File: src/rtl/mmio_bridge_pkg.sv
package mmio_bridge_pkg;

  typedef enum logic [1:0] {
    RGN_NONE = 2'd0,
    RGN_LEG  = 2'd1,
    RGN_EXT  = 2'd2
  } region_e;

  // Strobes from the sequencer to the datapath for the current cycle.
  typedef struct packed {
    logic       load;     // latch a new request
    logic       portCyc;  // issue a legacy port cycle
    logic [1:0] lane;     // byte lane of the legacy cycle
    logic       extCyc;   // issue an extended register cycle
    logic       extData;  // 0: index port, 1: data port
    logic       extRmw;   // data write carries merged byte
    logic       word;     // 16-bit word of a 4-byte access
    logic       wr;       // cycle direction
    logic       capture;  // take back-end read data this cycle
    logic       done;     // completion pulse
  } ctrl_s;

  localparam logic [1:0] SIZE_B1 = 2'd0;
  localparam logic [1:0] SIZE_B2 = 2'd1;

endpackage

File: src/rtl/bridgeDatapath.sv
module bridgeDatapath
  import mmio_bridge_pkg::*;
#(
  parameter int ADDR_W    = 12,
  parameter int LEG_BASE  = 'h400,
  parameter int LEG_SPAN  = 'h20,
  parameter int EXT_BASE  = 'h500,
  parameter int EXT_REGS  = 11,
  parameter int PORT_BASE = 'h3C0,
  parameter int PORT_W    = 10
) (
  input  logic              clk,
  input  logic              rstN,
  input  logic [ADDR_W-1:0] busAddr,
  input  logic [1:0]        busSize,
  input  logic              busWrite,
  input  logic [31:0]       busWdata,
  input  ctrl_s             ctl,
  output region_e           region,
  output logic [3:0]        laneOk,
  output logic [1:0]        wordOk,
  output logic [1:0]        reqSize,
  output logic              reqWrite,
  output logic [31:0]       busRdata,
  output logic [PORT_W-1:0] portNum,
  output logic [7:0]        portWdata,
  input  logic [7:0]        portRdata,
  output logic [15:0]       extWdata,
  input  logic [15:0]       extRdata
);

  localparam int LEG_END = LEG_BASE + LEG_SPAN;
  localparam int EXT_END = EXT_BASE + 2 * EXT_REGS;

  logic [ADDR_W-1:0] reqAddr;
  logic [31:0]       reqWdata;
  logic [31:0]       rdataReg;
  logic [15:0]       rmwReg;

  always_ff @(posedge clk) begin
    if (!rstN) begin
      reqAddr  <= '0;
      reqSize  <= '0;
      reqWrite <= 1'b0;
      reqWdata <= '0;
      rdataReg <= '0;
      rmwReg   <= '0;
    end else if (ctl.load) begin
      reqAddr  <= busAddr;
      reqSize  <= busSize;
      reqWrite <= busWrite;
      reqWdata <= busWdata;
      rdataReg <= '0;
    end else if (ctl.capture) begin
      if (ctl.portCyc) begin
        rdataReg[{ctl.lane, 3'b000} +: 8] <= portRdata;
      end else if (ctl.extCyc) begin
        rmwReg <= extRdata;
        if (!reqWrite) begin
          if (reqSize == SIZE_B1)
            rdataReg <= {24'd0, reqAddr[0] ? extRdata[15:8] : extRdata[7:0]};
          else
            rdataReg[{ctl.word, 4'b0000} +: 16] <= extRdata;
        end
      end
    end
  end

  assign busRdata = rdataReg;

  // Region decode on the latched start address.
  always_comb begin
    region = RGN_NONE;
    if (int'(reqAddr) >= LEG_BASE && int'(reqAddr) < LEG_END)      region = RGN_LEG;
    else if (int'(reqAddr) >= EXT_BASE && int'(reqAddr) < EXT_END) region = RGN_EXT;
  end

  // Per-byte legacy decode.
  logic [ADDR_W:0] laneAddr [4];
  for (genvar k = 0; k < 4; k++) begin : gLane
    assign laneAddr[k] = {1'b0, reqAddr} + (ADDR_W+1)'(k);
    assign laneOk[k]   = (int'(laneAddr[k]) < LEG_END);
  end

  // Per-word extended decode.
  logic [ADDR_W-1:0] extOff;
  logic [ADDR_W-1:0] wordIdx [2];
  assign extOff = reqAddr - ADDR_W'(EXT_BASE);
  for (genvar w = 0; w < 2; w++) begin : gWord
    assign wordIdx[w] = (extOff >> 1) + ADDR_W'(w);
    assign wordOk[w]  = (int'(wordIdx[w]) < EXT_REGS);
  end

  logic [ADDR_W:0] legOff;
  assign legOff    = laneAddr[ctl.lane] - (ADDR_W+1)'(LEG_BASE);
  assign portNum   = PORT_W'(PORT_BASE) + PORT_W'(legOff);
  assign portWdata = reqWdata[{ctl.lane, 3'b000} +: 8];

  always_comb begin
    if (!ctl.extData)
      extWdata = 16'(wordIdx[ctl.word]);
    else if (ctl.extRmw)
      extWdata = reqAddr[0] ? {reqWdata[7:0], rmwReg[7:0]} : {rmwReg[15:8], reqWdata[7:0]};
    else
      extWdata = reqWdata[{ctl.word, 4'b0000} +: 16];
  end

endmodule

File: src/rtl/bridgeControl.sv
module bridgeControl
  import mmio_bridge_pkg::*;
(
  input  logic       clk,
  input  logic       rstN,
  input  logic       busValid,
  input  region_e    region,
  input  logic [3:0] laneOk,
  input  logic [1:0] wordOk,
  input  logic [1:0] reqSize,
  input  logic       reqWrite,
  output ctrl_s      ctl
);

  typedef enum logic [1:0] {ST_IDLE, ST_RUN, ST_DONE} state_e;

  state_e     state, stateNxt;
  logic [1:0] beat, beatNxt;
  logic [1:0] phase, phaseNxt;
  logic [1:0] lastByte;
  logic [1:0] lastWord;
  logic       rmw;
  logic       wordHit;

  assign lastByte = (reqSize == SIZE_B1) ? 2'd0 : (reqSize == SIZE_B2) ? 2'd1 : 2'd3;
  assign lastWord = (reqSize == SIZE_B1 || reqSize == SIZE_B2) ? 2'd0 : 2'd1;
  assign rmw      = reqWrite && (reqSize == SIZE_B1);
  assign wordHit  = wordOk[beat[0]];

  always_ff @(posedge clk) begin
    if (!rstN) begin
      state <= ST_IDLE;
      beat  <= '0;
      phase <= '0;
    end else begin
      state <= stateNxt;
      beat  <= beatNxt;
      phase <= phaseNxt;
    end
  end

  always_comb begin
    ctl      = '0;
    stateNxt = state;
    beatNxt  = beat;
    phaseNxt = phase;
    unique case (state)
      ST_IDLE: begin
        beatNxt  = '0;
        phaseNxt = '0;
        if (busValid) begin
          ctl.load = 1'b1;
          stateNxt = ST_RUN;
        end
      end
      ST_RUN: begin
        unique case (region)
          RGN_LEG: begin
            ctl.lane    = beat;
            ctl.portCyc = laneOk[beat];
            ctl.wr      = reqWrite;
            ctl.capture = laneOk[beat] && !reqWrite;
            if (beat == lastByte) stateNxt = ST_DONE;
            else                  beatNxt  = beat + 2'd1;
          end
          RGN_EXT: begin
            logic lastPhase;
            ctl.word   = beat[0];
            ctl.extCyc = wordHit;
            lastPhase  = 1'b0;
            case (phase)
              2'd0: begin
                ctl.extData = 1'b0;
                ctl.wr      = 1'b1;
              end
              2'd1: begin
                ctl.extData = 1'b1;
                ctl.wr      = reqWrite && !rmw;
                ctl.capture = wordHit && !ctl.wr;
                lastPhase   = !rmw;
              end
              default: begin
                ctl.extData = 1'b1;
                ctl.wr      = 1'b1;
                ctl.extRmw  = 1'b1;
                lastPhase   = 1'b1;
              end
            endcase
            if (!lastPhase) begin
              phaseNxt = phase + 2'd1;
            end else if (beat == lastWord) begin
              stateNxt = ST_DONE;
            end else begin
              beatNxt  = beat + 2'd1;
              phaseNxt = '0;
            end
          end
          default: stateNxt = ST_DONE;
        endcase
      end
      default: begin
        ctl.done = 1'b1;
        stateNxt = ST_IDLE;
      end
    endcase
  end

endmodule

File: src/rtl/mmioPortBridge.sv
module mmioPortBridge
  import mmio_bridge_pkg::*;
#(
  parameter int ADDR_W    = 12,
  parameter int LEG_BASE  = 'h400,
  parameter int LEG_SPAN  = 'h20,
  parameter int EXT_BASE  = 'h500,
  parameter int EXT_REGS  = 11,
  parameter int PORT_BASE = 'h3C0,
  parameter int PORT_W    = 10
) (
  input  logic              clk,
  input  logic              rstN,
  input  logic              busValid,
  input  logic              busWrite,
  input  logic [1:0]        busSize,
  input  logic [ADDR_W-1:0] busAddr,
  input  logic [31:0]       busWdata,
  output logic              busReady,
  output logic [31:0]       busRdata,
  output logic              portValid,
  output logic              portWrite,
  output logic [PORT_W-1:0] portNum,
  output logic [7:0]        portWdata,
  input  logic [7:0]        portRdata,
  output logic              extSel,
  output logic              extIsData,
  output logic              extWrite,
  output logic [15:0]       extWdata,
  input  logic [15:0]       extRdata
);

  ctrl_s      ctl;
  region_e    region;
  logic [3:0] laneOk;
  logic [1:0] wordOk;
  logic [1:0] reqSize;
  logic       reqWrite;

  bridgeControl uCtrl (
    .clk      (clk),
    .rstN     (rstN),
    .busValid (busValid),
    .region   (region),
    .laneOk   (laneOk),
    .wordOk   (wordOk),
    .reqSize  (reqSize),
    .reqWrite (reqWrite),
    .ctl      (ctl)
  );

  bridgeDatapath #(
    .ADDR_W(ADDR_W), .LEG_BASE(LEG_BASE), .LEG_SPAN(LEG_SPAN),
    .EXT_BASE(EXT_BASE), .EXT_REGS(EXT_REGS),
    .PORT_BASE(PORT_BASE), .PORT_W(PORT_W)
  ) uData (
    .clk       (clk),
    .rstN      (rstN),
    .busAddr   (busAddr),
    .busSize   (busSize),
    .busWrite  (busWrite),
    .busWdata  (busWdata),
    .ctl       (ctl),
    .region    (region),
    .laneOk    (laneOk),
    .wordOk    (wordOk),
    .reqSize   (reqSize),
    .reqWrite  (reqWrite),
    .busRdata  (busRdata),
    .portNum   (portNum),
    .portWdata (portWdata),
    .portRdata (portRdata),
    .extWdata  (extWdata),
    .extRdata  (extRdata)
  );

  assign busReady  = ctl.done;
  assign portValid = ctl.portCyc;
  assign portWrite = ctl.portCyc && ctl.wr;
  assign extSel    = ctl.extCyc;
  assign extIsData = ctl.extCyc && ctl.extData;
  assign extWrite  = ctl.extCyc && ctl.wr;

endmodule

File: config.mk
export PLATFORM = sky130hd
export DESIGN_NAME = mmioPortBridge
export DESIGN_NICKNAME = d
export VERILOG_FILES = /design/src/rtl/mmio_bridge_pkg.sv /design/src/rtl/bridgeDatapath.sv /design/src/rtl/bridgeControl.sv /design/src/rtl/mmioPortBridge.sv
export SDC_FILE = /design/constraint.sdc
export NUM_CORES = 1
export LEC_CHECK = 0
export ABC_AREA = 0
export CORE_ASPECT_RATIO = 0.75
export CORE_UTILIZATION = 58
export DETAILED_ROUTE_END_ITERATION = 10
export DONT_BUFFER_PORTS = 1
export PLACE_DENSITY = 0.83
export SLEW_MARGIN = 20
export SYNTH_ARGS = -nofsm -noshare
export SYNTH_HDL_FRONTEND = slang
export SYNTH_SLANG_ARGS = --single-unit
File: constraint.sdc
create_clock -name clk -period 3.7 [get_ports clk]
set_input_delay 0.37 -clock clk [delete_from_list [all_inputs] [get_ports clk]]
set_output_delay 0.37 -clock clk [all_outputs]
set_load 0.1 [all_outputs]
# --- Word level (Yosys, flattened, before mapping) ---
# Cells that the tools add are included.
# Widths: inputs -> output; s select.
word_totals:
  reg_bits: 101
  output_inout_bits: 72
  word_cells: 141
op_classes:
  n_addsub: 11
  magnitude_cmp: 13
  n_eq_ne: 17
  shift: 6
  mux: 54
  n_bitwise: 5
  n_reduce_logical: 26
ops:
  columns: ["operator", "count"]
  rows:
  - ["$mux 32", 4]
  - ["$bwmux 32", 2]
  - ["$mux 16", 3]
  - ["$lt 13x11->1 const B", 3]
  - ["$mux 12", 3]
  - ["$shift 16x7->32 const A", 1]
  - ["$shift 8x7->32 const A", 1]
  - ["$shiftx 16x7->32", 1]
  - ["$shiftx 32x6->16", 1]
  - ["$shiftx 32x6->8", 1]
  - ["$shiftx 8x7->32", 1]
  - ["$mux 2", 14]
  - ["$add 12x2->13 const B", 2]
  - ["$bmux 13 s2", 1]
  - ["$ge 12x11->1 const B", 2]
  - ["$lt 12x11->1 const B", 2]
  - ["$pmux 2 s2", 6]
  - ["$mux 10", 2]
  - ["$neg 5->7", 2]
  - ["$add 12x1->13 const B", 1]
  - ["$mux 1", 13]
  - ["$add 11x1->12 const B", 1]
  - ["$lt 12x4->1 const B", 1]
  - ["$ne 3x3->1 const B", 4]
  - ["other kinds (32)", 60]

# --- Logic depth before layout (Yosys ltp) ---
depth:
  ltp_word: 16
  mapped_depth: 15
  mapped_depth_nobuf: 13

# --- Modules after synthesis ---
# Synthesis repeated with hierarchy kept, for this count alone.
hier_totals:
  cells_unflattened: 767
  area_unflattened_um2: 6643.9
by_module_without_submodules:
  columns: ["module", "instances", "cells_per_inst", "area_each_um2"]
  rows:
  - ["bridgeDatapath", 1, 689, 5997.0]
  - ["bridgeControl", 1, 75, 628.1]
  - ["mmioPortBridge", 1, 3, 18.8]

# --- Worst setup path after synthesis ---
# OpenSTA, ideal clock, no wires.
synth_path:
  path_type: "register to output"
  startpoint: "reg uData.reqAddr[8]"
  endpoint: "out portNum[9]"
  t_arrival_ns: 5.888
  slack_ns: -2.558
  path_stages_with_launch: 14
  n_path_buf: 1
  cell_sequence: "dfxtp_1 clkbuf_1 inv_1 ha_1 o31a_1 nor3_1 nand2_1 inv_2 o21ai_0 a22oi_1 nor2_1 xnor2_1 nand3_1 xnor2_1"
synth_between:
  elab_chain_cells: 13
  elab_cells_between_ends: 20
  classes_between: "5 x add/sub; 4 x order compare; 1 x eq/ne; 7 x mux; 1 x bitwise; 2 x reduce/logical"
synth_lines:
  columns: ["element", "line", "source"]
  rows:
  - ["start: declaration", "bridgeDatapath.sv:35", "logic [ADDR_W-1:0] reqAddr;"]
  - ["start signal: assignment", "bridgeDatapath.sv:49", "reqAddr <= busAddr;"]
  - ["$ge 12x11->1 or $lt 12x11->1 (tied branches)", "bridgeDatapath.sv:75", "else if (int'(reqAddr) >= EXT_BASE && int'(reqAddr) < EXT_END) region = RGN_EXT;"]
  - ["$logic_and 1x1->1", "bridgeDatapath.sv:75", null]
  - ["$mux 2", "bridgeDatapath.sv:75", null]
  - ["$mux 2", "bridgeDatapath.sv:74", "if (int'(reqAddr) >= LEG_BASE && int'(reqAddr) < LEG_END) region = RGN_LEG;"]
  - ["$eq 2x1->1", "bridgeControl.sv:57", "unique case (region)"]
  - ["$mux 3", "bridgeControl.sv:57", null]
  - ["$mux 9", "bridgeControl.sv:47", "unique case (state)"]
  - ["$not 2->3 (not written as such)", "bridgeDatapath.sv:95", "assign legOff = laneAddr[ctl.lane] - (ADDR_W+1)'(LEG_BASE);"]
  - ["$bmux 13 s2 (*)", "bridgeDatapath.sv:95", null]
  - ["$mux 10 (not written as such) (*) (2 in series)", "bridgeDatapath.sv:95", null]
  - ["$sub 10x1->10 (*)", "bridgeDatapath.sv:95", null]
  - ["$add 10x10->10 (*)", "bridgeDatapath.sv:96", "assign portNum = PORT_W'(PORT_BASE) + PORT_W'(legOff);"]
  - ["end: declaration", "mmioPortBridge.sv:23", "output logic [PORT_W-1:0] portNum,"]
# Mark *: on every way between the ends. The rest lies on a longest branch, timed or not. The select of a mux whose other input is x is not followed.

# --- Final worst setup path ---
layout_path:
  startpoint: "reg uData.reqAddr[0]"
  endpoint: "out extWdata[6]"
layout_between:
  elab_chain_cells: 12
  elab_cells_between_ends: 21
  classes_between: "2 x add/sub; 4 x order compare; 1 x eq/ne; 1 x shift; 10 x mux; 1 x bitwise; 2 x reduce/logical"
layout_lines:
  columns: ["element", "line", "source"]
  rows:
  - ["parallel branches: the longest is 11 deep, another holds $ge 12x11->1", null, null]
  - ["$mux 16 (*)", "bridgeDatapath.sv:100", "if (!ctl.extData)"]
  - ["end: declaration", "mmioPortBridge.sv:29", "output logic [15:0] extWdata,"]
# Every way passes the cells marked *. The select of a mux whose other input is x is not followed.

==> metrics.txt <==
status=finished with violations; failing checks=DRC, setup timing; R2R Setup Slk=0.36 ns; Clock Tree Root=clkbuf_16; row count=33; minimum clock period after layout=3.77 ns; Seq pwr share=39.8%; Clock power frac=31.5%; post-synth top area share=30.5%; CP Launch Type=flop; Fmax=266 MHz; post-detail-place hpwl=17300 microns; pre-CTS setup slack=0.0862 ns; Wirelength per Cell=22.1 microns; TritonCTS Sinks=101; die width=125 microns; Max Slew Vio Count=0; crit path launch=uData.reqAddr[0]; top cells by area, synth=dfxtp_1 (30%), nand2_1 (10%), a21boi_0 (5.3%); Diodes inserted=0; global route overflow=0; vias=7082; Post-synth EDFFs=0; R2R Path End=uData.busRdata[31]; slowest stage delay, CP=0.57 ns; Final nets=993; register area share after synthesis=30.5%; post-synth top area cell=dfxtp_1; Worst path slowest cell=or4b_4; Internal Pwr Total=1.90 mW; fin area=0.00835 sq mm; worst skew pair latency=0.36 ns; crit path to=extWdata[6]; H-tree levels=3; NetSw=1.11 mW; Routed Antenna Nets=0; worst vdd ir=0.000275 V; RePlAce Congestion=1.05; Sw Ratio=36.9%; most instantiated library cell after synthesis=nand2_1; Final Hold Viols=0; WL final=23200 microns; CTS tree=yes; Die Area=0.0119 sq mm; Avg Inst Size Synth=7.73 sq um; vias in the first global route=6358; iteration-0 DRC count of the detailed router=954; leakage=3.11 nW; worst slew pin tran=1.01 ns; Setup crit end kind=primary output; Worst-path clk slew=0.08 ns; io pins=146; post-synth cell types=74; layout cells sized above 1=22.1%; Starting Density=60.2%; largest net degree at the start of global routing=72; Pre-antenna DRT Iters=9; initial antenna violation count=0; power per cell area=361 mW/mm^2; PnR worst setup slack=-0.0661 ns; first-pass GRT wire length=35200 microns; WHS Path Cells=2; DP Area=0.00781 sq mm; critical-path cell list=or4_4, o31a_1, or4b_4, nor3_4, buf_6, nand2_8, o22a_1, o21ai_0, a21oi_4, buf_12; Reg2Reg Launch Point=uData.reqAddr[0]; Max clock buf depth=2; mapped cell area=0.00663 sq mm; Port-buffer cells=0; Die H=94.6 microns; critical path data arrival time=3.40 ns; Num CTS Buffers=9; gr usage total=38.5%; RSZ-0062 raised after global routing=true; CORE AREA=0.0110 sq mm; Clock Skew=0.0110 ns; top post-synthesis cells by count=nand2_1 (180), dfxtp_1 (101), nor2_1 (48); critical path peak fanout=5; Hold Crit Class=input port to flop; Mapped Cells=858; total of max-cap violations=0; total chip power=3.02 mW; final period utilization=102%; Post-Syn Nets=948; worst reg-to-reg path cell count=14; Main synth FF type=dfxtp_1; Final Setup Violations=7; hold_ws=0.145 ns; yosys synthesis warning count=0; CTS Hold Bufs=0; via-per-instance ratio=6.76; flop and latch count out of synthesis=101; drt drc=7; Async SR Flop Fraction=0%; Synth-to-Final Area Change=25.9%; max_slew headroom=32.3%; combinational power share=28.7%; Worst Path Required=3.33 ns; CP Class=flop to primary output
cell usage in the layout (no fill, tap or decap), drive strengths merged, types with 22 or more instances in the layout:
| cell type | synthesis | layout |
|---|---|---|
| nor2b | 24 | 24 |
| dfxtp | 101 | 101 |
| a211oi | 29 | 29 |
| nor2 | 49 | 49 |
| buf | 25 | 96 |
| o21ai | 25 | 25 |
| nand3 | 45 | 45 |
| mux2i | 24 | 24 |
| nand2 | 184 | 185 |
| xnor2 | 22 | 22 |
| a21boi | 47 | 47 |
how the worst min path moves through the flow:
stage	end	startpoint	slack [ns]
after floorplan	uData.reqWdata[27]	uData.reqWdata[27]	0.45
after global placement	uData.reqWdata[31]	uData.reqWdata[31]	0.47
after detailed placement	uData.reqWdata[15]	uData.reqWdata[15]	0.48
after CTS	uData.rmwReg[15]	rstN	0.15
after global routing	uCtrl.phase[0]	rstN	0.15
final	uData.reqWdata[7]	busWdata[7]	0.15
what timing repair did:
action | in CTS | in global routing
setup buffers | 0 | 12
pin swaps | 0 | 12
gates cloned | 0 | 1
resized for setup | 3 | 38
endpoints found under the setup margin | 13 | 17
metrics by stage:
step	TNS, ns	utilization [%]	std cells
floorplan	-0.929	-	858
global placement	0	70.8	1019
detailed placement	0	70.8	1019
CTS	0	73.6	1035
global route	-0.833	75.7	1048
finish	-0.186	75.7	1048
layer usage:
layer	routed length [microns]	GRT usage [%]	vias up
met5	0	0	-
met1	9560	52.4	3305
met2	10100	59.2	516
met3	2690	8.78	95
met4	877	15.4	0
li1	-	-	3166
worst max-delay path, delay by kind of cell, from the launching register on:
kind                   cells  cell delay [ns]
buffers and inverters      2             0.35
AO/OA/AOI/OAI              4             0.89
AND/OR/NAND/NOR            4             1.43
flip-flops                 1             0.37
state kept, by name, indices dropped and copies added (netlist names):
signal / cells
uData.reqWrite: 1
uData.busRdata: 32
uData.reqWdata: 32
uData.reqAddr: 12
uCtrl.state: 2
uData.rmwReg: 16
uData.reqSize: 2
uCtrl.phase: 2
uCtrl.beat: 2
cells by family after synthesis:
group                      synth area share, %
adders and majority gates                 3.02
buffers and inverters                     5.55
DFF                                       30.5
AOI/OAI and AO/OA                         26.5
xor gates and xnor gates                  4.49
muxes                                     3.62
and+or+nand+nor                           26.4
final cells by class:
cell class,count,area [sq um]
multi-input cells,675,4690
fillers,755,2670
inverters,20,82.6
well taps,140,175
repair buffers,96,1070
flip-flops and latches,101,2030
clock buffers,9,225
clock inverters,7,73.8
power groups by stage:
stage	registers, mW	logic (mW)	clock network, mW
6_report	1.20	0.868	0.950
5_1_grt	1.20	0.912	0.998
4_1_cts	1.20	0.834	0.954
3_5_place_dp	1.22	0.830	0
3_3_place_gp	1.22	0.819	0
2_1_floorplan	1.18	0.630	0
No activity file was read; power rests on OpenSTA's default activity.
